===== config.mk =====
export PLATFORM = sky130hd
export DESIGN_NAME = req_traffic_gen
export DESIGN_NICKNAME = d
export VERILOG_FILES = /design/src/rtl/req_traffic_gen.sv
export SDC_FILE = /design/constraint.sdc
export NUM_CORES = 1
export LEC_CHECK = 0
export ABC_AREA = 1
export CAP_MARGIN = 20
export CORE_MARGIN = 5
export CORE_UTILIZATION = 35
export DETAILED_ROUTE_END_ITERATION = 6
export GPL_TIMING_DRIVEN = 0
export PLACE_DENSITY = 0.5
export SLEW_MARGIN = 10
export SYNTH_ARGS = -nofsm -noshare
export SYNTH_HDL_FRONTEND = slang
export SYNTH_SLANG_ARGS = --single-unit

===== constraint.sdc =====
create_clock -name clk -period 4.8 [get_ports clk]
set_input_delay 0.48 -clock clk [delete_from_list [all_inputs] [get_ports clk]]
set_output_delay 0.48 -clock clk [all_outputs]
set_load 0.1 [all_outputs]

===== src/rtl/req_traffic_gen.sv =====
module req_traffic_gen #(
  parameter int AW    = 32,
  parameter int LEN_W = 16,
  parameter logic [31:0] SEED = 32'hACE1_2025,
  parameter logic [31:0] TAPS = 32'h8020_0003
) (
  input  logic             clk,
  input  logic             rst_n,
  input  logic             start,
  input  logic [LEN_W-1:0] cfg_len,
  input  logic [2:0]       cfg_size,
  input  logic [6:0]       cfg_read_pct,
  input  logic             cfg_grouped,
  input  logic [1:0]       cfg_mode,
  input  logic [7:0]       cfg_stride,
  input  logic [AW-1:0]    cfg_base,
  input  logic [AW-1:0]    cfg_limit,
  output logic             req_valid,
  input  logic             req_ready,
  output logic             req_write,
  output logic [AW-1:0]    req_addr,
  output logic [2:0]       req_size,
  output logic             done
);
  localparam int PW = LEN_W + 7;
  localparam logic [1:0] MODE_STRIDE = 2'd1;
  localparam logic [1:0] MODE_RANDOM = 2'd2;

  logic             busy_q, done_q, grouped_q, random_q;
  logic [LEN_W-1:0] len_q, cnt_q, cnt_nxt;
  logic [6:0]       pct_q, pct_eff;
  logic [7:0]       acc_q, acc_sum;
  logic [PW-1:0]    prod_q, thr_q;
  logic [2:0]       size_q;
  logic [AW-1:0]    step_q, base_q, limit_q, addr_q;
  logic [AW:0]      addr_sum;
  logic [31:0]      lfsr_q, lfsr_nxt, lfsr_masked;
  logic [7:0]       size_bytes, stride_eff;
  logic [15:0]      step_calc;
  logic             launch, fire, il_read, gr_read;

  assign launch     = start && !busy_q;
  assign fire       = busy_q && req_ready;
  assign pct_eff    = (cfg_read_pct > 7'd100) ? 7'd100 : cfg_read_pct;
  assign size_bytes = {1'b0, ({1'b0, cfg_size} + 4'd1), 3'b000} << 1;
  assign stride_eff = (cfg_mode == MODE_STRIDE) ? cfg_stride : 8'd1;
  assign step_calc  = {8'd0, stride_eff} * {8'd0, size_bytes};

  assign acc_sum  = acc_q + {1'b0, pct_q};
  assign il_read  = acc_sum >= 8'd100;
  assign gr_read  = thr_q <= prod_q;
  assign cnt_nxt  = cnt_q + 1'b1;
  assign addr_sum = {1'b0, addr_q} + {1'b0, step_q};
  assign lfsr_nxt = (lfsr_q >> 1) ^ (lfsr_q[0] ? TAPS : 32'd0);
  assign lfsr_masked = lfsr_q & ~32'hF;

  assign req_valid = busy_q;
  assign req_write = grouped_q ? !gr_read : !il_read;
  assign req_addr  = random_q ? lfsr_masked[AW-1:0] : addr_q;
  assign req_size  = size_q;
  assign done      = done_q;

  always_ff @(posedge clk or negedge rst_n) begin
    if (!rst_n) begin
      busy_q    <= 1'b0;
      done_q    <= 1'b0;
      grouped_q <= 1'b0;
      random_q  <= 1'b0;
      len_q     <= '0;
      cnt_q     <= '0;
      pct_q     <= '0;
      acc_q     <= '0;
      prod_q    <= '0;
      thr_q     <= '0;
      size_q    <= '0;
      step_q    <= '0;
      base_q    <= '0;
      limit_q   <= '0;
      addr_q    <= '0;
      lfsr_q    <= SEED;
    end else if (launch) begin
      busy_q    <= cfg_len != '0;
      done_q    <= cfg_len == '0;
      grouped_q <= cfg_grouped;
      random_q  <= cfg_mode == MODE_RANDOM;
      len_q     <= cfg_len;
      cnt_q     <= '0;
      pct_q     <= pct_eff;
      acc_q     <= '0;
      prod_q    <= PW'(cfg_len) * PW'(pct_eff);
      thr_q     <= PW'(100);
      size_q    <= cfg_size;
      step_q    <= AW'(step_calc);
      base_q    <= cfg_base;
      limit_q   <= cfg_limit;
      addr_q    <= cfg_base;
      lfsr_q    <= SEED;
    end else if (fire) begin
      cnt_q  <= cnt_nxt;
      acc_q  <= il_read ? acc_sum - 8'd100 : acc_sum;
      thr_q  <= thr_q + PW'(100);
      addr_q <= (addr_sum >= {1'b0, limit_q}) ? base_q : addr_sum[AW-1:0];
      lfsr_q <= lfsr_nxt;
      if (cnt_nxt == len_q) begin
        busy_q <= 1'b0;
        done_q <= 1'b1;
      end
    end
  end
endmodule



==> results of run 1 <==
==> final timing paths <==
kind | slack (ps) | from | endpoint
max | 140 | cfg_read_pct[1] | prod_q[18]
min | 230 | cfg_read_pct[6] | pct_q[6]
max reg2reg | 350 | addr_q[13] | addr_q[27]
min reg2reg | 470 | done | done
max in group asynchronous | 3260 | rst_n | lfsr_q[5]
min in group asynchronous | 520 | rst_n | limit_q[1]
==> what timing repair did <==
action / in CTS / in global routing
hold buffers: 1 / 0
endpoints found under the hold margin: 88 / 0
gates resized for setup: 83 / 71
buffers inserted: 34 / 13
setup endpoints to repair: 20 / 21
pin swaps: 57 / 54
gates cloned: 0 / 0
==> stage by stage <==
stage | hold slack [ps] | power (mW)
finish | 231 | 17.0
global route | 236 | 18.4
CTS | 195 | 17.0
detailed placement | 458 | 14.1
global placement | 457 | 14.0
floorplan | 184 | 10.9
==> where the power goes <==
group | total, mW | internal [mW] | switching [mW]
Clock | 2.23 | 1.31 | 0.920
Combinational | 11.3 | 3.66 | 7.60
Sequential | 3.51 | 2.92 | 0.587
Total | 17.0 | 7.88 | 9.10
==> metal layers <==
metal | vias to the layer above | track usage | wire length, µm
met3 | 99 | 0.0242 | 2680
met1 | 7887 | 0.286 | 26700
met2 | 366 | 0.357 | 28600
li1 | 8217 | - | -
met5 | - | 0 | 0
met4 | 0 | 0.0637 | 2020
==> sequential cells by signal, indices dropped and copies added, names as in the netlist <==
| signal | cells |
|---|---|
| acc_q | 8 |
| addr_q | 32 |
| base_q | 32 |
| cnt_q | 16 |
| done | 1 |
| grouped_q | 1 |
| len_q | 16 |
| lfsr_q | 32 |
| limit_q | 32 |
| pct_q | 7 |
| prod_q | 23 |
| random_q | 1 |
| req_size | 3 |
| req_valid | 1 |
| step_q | 12 |
| thr_q | 21 |
==> logic make-up (layout without fill, tap and decap cells) <==
| kind of cell | after synthesis | count (layout) | synth area share |
|---|---|---|---|
| simple gates | 1013 | 1013 | 0.230 |
| buf+inv | 542 | 783 | 0.113 |
| compound gates | 396 | 396 | 0.117 |
| fa+ha+maj | 217 | 217 | 0.184 |
| xor+xnor | 55 | 55 | 0.0272 |
| flops | 238 | 238 | 0.328 |
==> synthesized netlist by cell type, drive strengths merged (7+ instances only) <==
master,n
a21oi,116
dfstp,12
dfrtp,226
buf,17
fa,83
nand4,26
ha,134
o21ai,207
a22oi,7
inv,464
o22ai,36
nand2,596
nand3,151
nor2,186
clkbuf,60
nand3b,7
xor2,36
nor3,25
or2,8
xnor2,18
==> worst reg2reg max path: cells and delay by family, from the launching register on <==
kind,cells,cell delay [ps]
buffers and inverters,3,700
AOI/OAI and AO/OA,2,410
and+or+nand+nor,15,2060
DFF,1,470
adders and majority gates,2,700
==> area by class of cell <==
class	instances	area, µm²	area share
Buffer	76	403	0.0179
Clock buffer	40	827	0.0368
Clock inverter	13	125	0.00557
Inverter	465	1750	0.0780
Multi-Input combinational cell	1681	10700	0.477
Sequential cell	238	5970	0.266
Tap cell	680	851	0.0379
Timing Repair Buffer	189	1830	0.0814
==> Flow_metrics.wiki, run 1 <==
{| class="wikitable"
! Metric !! Value
|-
| Status || completed
|-
| Portion of the post-synthesis area used by sequential elements || 0.328
|-
| Total grt overflow || 0
|-
| Leading cell type in the layout, fill and taps excluded || sky130_fd_sc_hd__nand2_1
|-
| Io pins || between 100 and 150
|-
| Required time reported for the critical path endpoint || 5200 ps
|-
| Synthesized net count || 2783
|-
| Core Rows || between 80 and 90
|-
| Cells taking the most area after synthesis || sky130_fd_sc_hd__dfrtp_1, sky130_fd_sc_hd__nand2_1, sky130_fd_sc_hd__inv_1
|-
| Kind of end point of the critical path || flip-flop
|-
| Area Growth Syn to Fin || 23.6%
|-
| Total placed instance area || 20700 µm²
|-
| Final Max Tran Viols || 0
|-
| Number of H-tree levels || 1
|-
| Core ar. || between 50000 and 60000 µm²
|-
| Clk_lat worst skew || about 580 ps
|-
| Instance count on the critical path || 24
|-
| Largest net degree at the start of global routing || 93
|-
| Most frequent CP cell || sky130_fd_sc_hd__fa_1
|-
| Number of flip-flops and latches in the synthesized netlist || roughly 240
|-
| Clock slew at reported path FFs || ~60 ps
|-
| Tightest Pin Transition || between 900 and 1000 ps
|-
| Number of placed cells counting well taps || ~3.3k
|-
| Clock Skews || around 35 ps
|-
| Fraction of final layout cells with drive strength greater than 1 || 0.0866
|-
| Highest cell delay on the worst timing path || around 580 ps
|-
| Final critical delay including setup and external delays || 4660 ps
|-
| Number of max-capacitance violations reported || 0
|-
| Routed len/inst || approximately 18 µm
|-
| Die area || ~57000 µm²
|-
| Part of the cycle the worst path needs || 0.971
|-
| Buffering stage count on the worst path with inverters included || 6
|-
| Clock tree from TritonCTS || done
|-
| Per-cell via count in the routed design || between 4 and 5
|-
| Asr flop ratio synth || 1.00
|-
| Die W || 238 µm
|-
| Peak ir drop on the vdd network || 619 µV
|-
| Post-placement setup slack || -1260 ps
|-
| Die Height || ~240 µm
|-
| Slew headroom || 0.336
|-
| Remaining DRCs || 0
|-
| Core Util, Final || 0.437
|-
| Number of enable flip-flop cells after synthesis || 0
|-
| Signal arrival time at the worst endpoint || about 5100 ps
|-
| Wire length of the first global-routing pass || about 95 mm
|-
| CP Cell Sequence || buf_8, o21ai_2, nand2_1, and3_4, clkinvlp_4, buf_6, nand2_4, buf_8, nor2_4, fa_1, fa_1, fa_1, inv_2, fa_1, inv_2, ha_4, a21o_1, a21oi_2, o21ai_2, a21oi_2, o21bai_1, or2_4, nand3_2, o21ai_1
|-
| Share of the synthesized area in the top cell type || 0.311
|-
| Cell type contributing the most total cell area after synthesis || sky130_fd_sc_hd__dfrtp_1
|-
| Classification of the worst setup path || input port to flip-flop
|-
| Startpoint type of the worst setup path || input port
|-
| Maximum fanout count along the critical path || 8
|-
| Initial core utilization || 0.354
|-
| Worst Hold Path Cells || 3
|-
| Number of vias after detailed routing || between 15k and 20k
|-
| Area of all placed cells without fillers || about 22000 µm²
|-
| Number of sinks on the clock net || approximately 240
|-
| Sum Neg Setup Slack || 0 ps
|-
| Cell variety after synth || 48
|-
| Power density normalized to cell area || 756 nW/µm²
|-
| Worst-path cell with the longest stage delay || sky130_fd_sc_hd__fa_1
|-
| Largest buffer count on any clock path || 3
|-
| Number of violations reported at the end of detailed-routing iteration 0 || just over 1k
|-
| Post-detail-place hpwl || 47.7 mm
|-
| Total number of nets in the final design || 3002
|-
| Largest delay share family, worst path || adder cells
|-
| Antenna diodes || 0
|-
| Synth Flop Type || sky130_fd_sc_hd__dfrtp_1
|-
| Count of antenna-violating nets left after detailed routing || 0
|-
| Fmax || between 0.2 and 0.25 GHz
|-
| Detailed Route WL || 59.9 mm
|-
| Depth of the worst register-to-register path || 22
|-
| Mapped Cells || ~2.5k
|-
| Number of global-route vias before repair || around 17k
|-
| Cell area after synthesis || between 15000 and 20000 µm²
|-
| Hold Fails Final Rpt || 0
|-
| Leading cell types in the layout, fill and taps excluded || sky130_fd_sc_hd__nand2_1, sky130_fd_sc_hd__inv_1, sky130_fd_sc_hd__dfrtp_1
|-
| Total iterations of the first detailed-routing run || 6
|-
| Overall routing resource usage || 0.211
|-
| Port Buf Inserts || 140
|-
| Synth Warn # || 0
|-
| Final setup fails || 0
|-
| Setup slack after layout || between 100 and 150 ps
|-
| Pleak || around 11 nW
|-
| Final standard cell count with taps included and fillers excluded || 3382
|-
| Hold Path Class || input port to flip-flop
|-
| Gpl congestion || between 0.9 and 1
|-
| Filler cell count in the final layout || between 5k and 6k
|-
| Mean cell area of the mapped netlist || about 7.4 µm²
|-
| Number of CTS-inserted buffers || 29
|-
| Initial antenna violation count || 0
|-
| Clk Tree Root Cell || sky130_fd_sc_hd__clkbuf_16
|}
Power figures use the tool's default switching activity.
==> inputs of run 2 (changes only) <==
Settings changed: SLEW_MARGIN 10 to 20.
==> Flow_metrics.wiki, run 2 (synthesis gave the netlist of run 1 again) <==
{| class="wikitable"
! Metric !! Value
|-
| Filler cell count in the final layout || 5374 (+1.3%)
|-
| Number of global-route vias before repair || 16.9k (-0.14%)
|-
| Core Rows || 83 (unchanged)
|-
| Signal arrival time at the worst endpoint || 5110 ps (+50 ps)
|-
| Final standard cell count with taps included and fillers excluded || 3379 (-0.089%)
|-
| Highest cell delay on the worst timing path || 570 ps (about the same)
|-
| Per-cell via count in the routed design || 4.89 (-0.13%)
|-
| Number of H-tree levels || 1 (unchanged)
|-
| Count of antenna-violating nets left after detailed routing || 0 (unchanged)
|-
| Number of vias after detailed routing || 16.5k (-0.22%)
|-
| Number of max-capacitance violations reported || 0 (unchanged)
|-
| Status || completed
|-
| Number of CTS-inserted buffers || 30 (+3.4%)
|-
| Sequential Area || 5970 µm² (unchanged)
|-
| Kind of end point of the critical path || flip-flop
|-
| Number of violations reported at the end of detailed-routing iteration 0 || 1031 (+1.6%)
|-
| Initial core utilization || 0.354 (unchanged)
|-
| Total iterations of the first detailed-routing run || 6 (unchanged)
|-
| Number of sinks on the clock net || 238 (unchanged)
|-
| Peak ir drop on the vdd network || 566 µV (-8.6%)
|-
| Die Height || 238 µm (unchanged)
|-
| Total grt overflow || 0 (unchanged)
|-
| Final setup fails || 0 (unchanged)
|-
| Setup repair after global routing missed its margin || yes
|-
| Clock slew at reported path FFs || 60 ps (about the same)
|-
| Detailed Route WL || 60.0 mm (about the same)
|-
| Sum Neg Setup Slack || 0 ps (unchanged)
|-
| Core Util, Final || 0.437 (about the same)
|-
| Setup slack after layout || 99.9 ps (-40.1 ps)
|-
| Final Max Tran Viols || 0 (unchanged)
|-
| Leading cell types in the layout, fill and taps excluded || sky130_fd_sc_hd__nand2_1, sky130_fd_sc_hd__inv_1, sky130_fd_sc_hd__dfrtp_1
|-
| Largest net degree at the start of global routing || 93 (unchanged)
|-
| Port Buf Inserts || 140 (unchanged)
|-
| Antenna diodes || 0 (unchanged)
|-
| Post-detail-place hpwl || 47.7 mm (about the same)
|-
| Area used by multi-input combinational logic || 10700 µm² (-0.48%)
|-
| Hold Path Class || input port to flip-flop
|-
| Remaining DRCs || 0 (unchanged)
|-
| Post-placement setup slack || -1230 ps (+26.6 ps)
|-
| Clk_lat worst skew || 600 ps (+20 ps)
|-
| Total placed instance area || 20700 µm² (+0.13%)
|-
| Number of placed cells counting well taps || 3284 (+0.030%)
|-
| Area Growth Syn to Fin || 23.6% (about the same)
|-
| Io pins || 143 (unchanged)
|-
| Die area || 56600 µm² (unchanged)
|-
| Pleak || 11.4 nW (about the same)
|-
| Part of the cycle the worst path needs || 0.979 (+0.00834)
|-
| Maximum fanout count along the critical path || 5 (-3)
|-
| Power density normalized to cell area || 754 nW/µm² (-0.20%)
|-
| Routed len/inst || 17.7 µm (+0.15%)
|-
| Initial antenna violation count || 0 (unchanged)
|-
| Wire length of the first global-routing pass || 95.0 mm (-0.20%)
|-
| Classification of the worst setup path || input port to flip-flop
|-
| Setup slack on the worst flop-to-flop path || 360 ps (about the same)
|-
| Largest buffer count on any clock path || 3 (unchanged)
|-
| Gpl congestion || 0.904 (unchanged)
|-
| Total Power Consumption || 17.0 mW (-0.14%)
|-
| Clk Tree Root Cell || sky130_fd_sc_hd__clkbuf_16
|-
| Fmax || 0.213 GHz (-0.85%)
|-
| Leading cell type in the layout, fill and taps excluded || sky130_fd_sc_hd__nand2_1
|-
| Overall routing resource usage || 0.210 (-0.000672)
|-
| Startpoint type of the worst setup path || input port
|-
| Tightest Pin Transition || 987 ps (-6.74 ps)
|-
| Area of all placed cells without fillers || 22500 µm² (about the same)
|-
| Clock Skews || 45.0 ps (+9.67 ps)
|-
| Clock tree from TritonCTS || done
|-
| Die W || 238 µm (unchanged)
|-
| Fraction of final layout cells with drive strength greater than 1 || 0.0845 (-0.00213)
|-
| Worst-path cell with the longest stage delay || sky130_fd_sc_hd__fa_1
|-
| Worst hold-check slack || 218 ps (-13.2 ps)
|-
| Final critical delay including setup and external delays || 4700 ps (+40.1 ps)
|-
| Total number of nets in the final design || 2997 (-0.17%)
|-
| Core ar. || 51400 µm² (unchanged)
|-
| Hold Fails Final Rpt || 0 (unchanged)
|-
| Required time reported for the critical path endpoint || 5210 ps (about the same)
|-
| Slew headroom || 0.340 (+0.00451)
|}
run 2: report_power, final:
| group | switching [mW] | internal [mW] | leakage [nW] |
|---|---|---|---|
| sequential | 0.587 | 2.92 | 2.95 |
| clock | 0.933 | 1.36 | 0.488 |
| combinational | 7.55 | 3.61 | 7.94 |
run 2: path summary, 6_finish.rpt:
check / endpoint / from / cells past startpoint
worst max-delay path: prod_q[19] / cfg_read_pct[1] / 26
worst min-delay path: pct_q[6] / cfg_read_pct[6] / 3
worst max register to register: addr_q[3] / addr_q[12] / 23
worst min register to register: done / done / 2
max in group asynchronous: lfsr_q[5] / rst_n / 5
min in group asynchronous: limit_q[3] / rst_n / 2
run 2: repair_timing:
action,4_1_cts,5_1_grt
endpoints found under the setup margin,17,19
pin swaps,48,32
hold buffers,1,0
resized for setup,77,68
endpoints found under the hold margin,92,0
buffers inserted,28,11
run 2: worst max-delay path, delay by kind of cell:
kind / cells / cell delay [ps]
adders and majority gates: 5 / 2350
AOI/OAI and AO/OA: 3 / 350
and+or+nand+nor: 9 / 1100
buffers and inverters: 9 / 820
run 2: cell type report:
cell class	instances	area share
Buffer	76	0.0179
Clock buffer	46	0.0387
Clock inverter	10	0.00584
Inverter	465	0.0780
Multi-Input combinational cell	1681	0.474
Sequential cell	238	0.266
Tap cell	680	0.0378
Timing Repair Buffer	183	0.0821
run 2: metal layers:
| metal | up-vias | global-route usage | routed length (µm) |
|---|---|---|---|
| met1 | 7866 | 0.285 | 26700 |
| met5 | - | 0 | 0 |
| met2 | 380 | 0.362 | 28900 |
| li1 | 8208 | - | - |
| met3 | 79 | 0.0245 | 2700 |
| met4 | 0 | 0.0520 | 1660 |
==> inputs of run 3 (changes only) <==
Settings changed: CORE_UTILIZATION 35 to 60, PLACE_DENSITY 0.5 to 0.8.
==> Flow_metrics.wiki, run 3 (synthesis gave the netlist of run 1 again) <==
{| class="wikitable"
! Metric !! Value
|-
| Die W || 184 µm (-23%)
|-
| Number of violations reported at the end of detailed-routing iteration 0 || 1289 (+25%)
|-
| Count of antenna-violating nets left after detailed routing || 0 (unchanged)
|-
| Tightest Pin Transition || 1000 ps (+13.3 ps)
|-
| Detailed Route WL || 55.0 mm (-8.4%)
|-
| Fmax || 0.215 GHz (+0.83%)
|-
| Per-cell via count in the routed design || 5.58 (+14%)
|-
| Clock slew at reported path FFs || 60 ps (about the same)
|-
| Remaining DRCs || 0 (unchanged)
|-
| Antenna diodes || 0 (unchanged)
|-
| Net Sw Power || 8.92 mW (-1.7%)
|-
| Number of placed cells counting well taps || 2993 (-8.9%)
|-
| Setup repair after global routing missed its margin || yes
|-
| Total grt overflow || 0 (unchanged)
|-
| Sequential Area || 5970 µm² (unchanged)
|-
| Kind of end point of the critical path || flip-flop
|-
| Largest net degree at the start of global routing || 96 (+3.2%)
|-
| Hold Fails Final Rpt || 0 (unchanged)
|-
| Final Max Tran Viols || 0 (unchanged)
|-
| Depth of the worst register-to-register path || 23 (unchanged)
|-
| Wire length of the first global-routing pass || 88.0 mm (-7.4%)
|-
| Gpl congestion || 0.970 (+7.3%)
|-
| Startpoint type of the worst setup path || input port
|-
| Largest buffer count on any clock path || 3 (unchanged)
|-
| Hold Path Class || input port to flip-flop
|-
| Total Power Consumption || 16.6 mW (-1.9%)
|-
| Signal arrival time at the worst endpoint || 5040 ps (-70 ps)
|-
| Post-detail-place hpwl || 42.3 mm (-11%)
|-
| Status || completed
|-
| Fraction of final layout cells with drive strength greater than 1 || 0.0739 (-0.0106)
|-
| Internal portion of total power || 7.72 mW (-2.1%)
|-
| Clk_lat worst skew || 560 ps (-40 ps)
|-
| Port Buf Inserts || 140 (unchanged)
|-
| Overall routing resource usage || 0.324 (+0.113)
|-
| Leading cell type in the layout, fill and taps excluded || sky130_fd_sc_hd__nand2_1
|-
| Die Height || 184 µm (-23%)
|-
| Maximum fanout count along the critical path || 6 (+1)
|-
| Power density normalized to cell area || 762 nW/µm² (+1.1%)
|-
| Portion of total power attributed to combinational logic || 0.659 (about the same)
|-
| Number of vias after detailed routing || 17.1k (+3.7%)
|-
| Number of global-route vias before repair || 17.2k (+1.7%)
|-
| Pleak || 11.3 nW (-0.99%)
|-
| Classification of the worst setup path || input port to flip-flop
|-
| Clock Skews || 39.5 ps (-5.54 ps)
|-
| Worst Hold Path Cells || 3 (unchanged)
|-
| Slew headroom || 0.331 (-0.00891)
|-
| Peak ir drop on the vdd network || 646 µV (+14%)
|-
| Switching fraction of total power || 0.536 (+0.00116)
|-
| Number of CTS-inserted buffers || 27 (-10%)
|-
| Highest cell delay on the worst timing path || 500 ps (-70 ps)
|-
| Area used by multi-input combinational logic || 10600 µm² (-0.43%)
|-
| Clock tree from TritonCTS || done
|-
| Clk network pwr share || 0.130 (-0.005)
|-
| Clk Tree Root Cell || sky130_fd_sc_hd__clkbuf_16
|-
| Worst-path cell with the longest stage delay || sky130_fd_sc_hd__fa_1
|-
| Fraction of power consumed by sequential logic || 0.211 (+0.004)
|-
| Die area || 33900 µm² (-40%)
|-
| Final standard cell count with taps included and fillers excluded || 3071 (-9.1%)
|-
| Total number of nets in the final design || 2982 (-0.50%)
|-
| Final setup fails || 0 (unchanged)
|-
| Io pins || 143 (unchanged)
|-
| Filler cell count in the final layout || 2381 (-56%)
|-
| Number of H-tree levels || 1 (unchanged)
|-
| Core Rows || 63 (-24%)
|-
| Total iterations of the first detailed-routing run || 6 (unchanged)
|-
| Part of the cycle the worst path needs || 0.971 (-0.00811)
|-
| Number of max-capacitance violations reported || 0 (unchanged)
|-
| Initial core utilization || 0.610 (+0.257)
|-
| Final critical delay including setup and external delays || 4660 ps (-38.9 ps)
|-
| Routed len/inst || 17.9 µm (+0.83%)
|-
| Area Growth Syn to Fin || 20.0%
|-
| Leading cell types in the layout, fill and taps excluded || sky130_fd_sc_hd__nand2_1, sky130_fd_sc_hd__inv_1, sky130_fd_sc_hd__dfrtp_1
|-
| Required time reported for the critical path endpoint || 5180 ps (-30 ps)
|-
| Initial antenna violation count || 0 (unchanged)
|-
| Core ar. || 29800 µm² (-42%)
|-
| Number of sinks on the clock net || 238 (unchanged)
|}
[run 3: cell types whose count changed in the layout (fill, tap and decap cells not counted), moves of 4 or more]
cell                        delta
sky130_fd_sc_hd__buf_4         -8
sky130_fd_sc_hd__clkbuf_1      -6
sky130_fd_sc_hd__clkbuf_16     -4
sky130_fd_sc_hd__inv_1         +6
sky130_fd_sc_hd__inv_2         -5
sky130_fd_sc_hd__nand2_1       +5
sky130_fd_sc_hd__nand2_2       -5
sky130_fd_sc_hd__nor2_1        +5
sky130_fd_sc_hd__nor2_2        -5
[run 3: stage by stage]
stage,setup slack [ps],setup TNS (ps),area [µm²],utilization,hold slack [ps]
finish,139,0,21800,0.733,270
detailed placement,-1130,-15330,20300,0.682,459
global placement,-6660,-1553610,20300,0.680,455
floorplan,-52.9,-59.2,18400,-,184
CTS,5.18,0,21600,0.724,257
global route,-87.1,-97.4,21800,0.733,292
[run 3: layout make-up]
class,count,area share
Inverter,465,0.0801
Timing Repair Buffer,171,0.0776
Clock buffer,37,0.0354
Buffer,76,0.0179
Clock inverter,13,0.00688
Tap cell,390,0.0224
Sequential cell,238,0.274
Multi-Input combinational cell,1681,0.486
[run 3: worst max-delay path, delay by kind of cell]
| kind | cells | cell delay, ps |
|---|---|---|
| AO/OA/AOI/OAI | 5 | 710 |
| buffers and inverters | 7 | 550 |
| AND/OR/NAND/NOR | 7 | 870 |
| XOR/XNOR | 1 | 130 |
| adder cells (fa/ha/maj) | 5 | 2290 |
[run 3: final timing paths]
path | start | to | slack (ps)
max reg2reg | step_q[15] | addr_q[0] | 230
min in group asynchronous | rst_n | base_q[0] | 530
min | cfg_read_pct[6] | pct_q[6] | 270
min reg2reg | done | done | 480
max in group asynchronous | rst_n | lfsr_q[5] | 2990
max | cfg_read_pct[1] | prod_q[17] | 140
[run 3: power groups by stage]
stage	registers, mW	logic [mW]	clock network [mW]
after floorplan	3.46	7.42	0
after global placement	3.49	10.1	0
after detailed placement	3.51	10.3	0
after CTS	3.49	10.6	2.17
after global routing	3.60	12.0	2.27
final	3.52	11.0	2.16
[run 3: routing by layer]
layer | global-route usage | vias to the layer above | share of wire
li1 | - | 8191 | -
met1 | 0.417 | 8111 | 0.40
met2 | 0.539 | 681 | 0.47
met3 | 0.0503 | 161 | 0.074
met4 | 0.152 | 0 | 0.059
met5 | 0 | - | 0
[run 3: timing repair]
item / 4_1_cts / 5_1_grt
endpoints found under the hold margin: 60 / 0
hold buffers: 1 / 0
gates resized for setup: 56 / 64
setup endpoints to repair: 16 / 19
setup buffers: 14 / 12
pin swaps: 22 / 39
cloned: 1 / 1
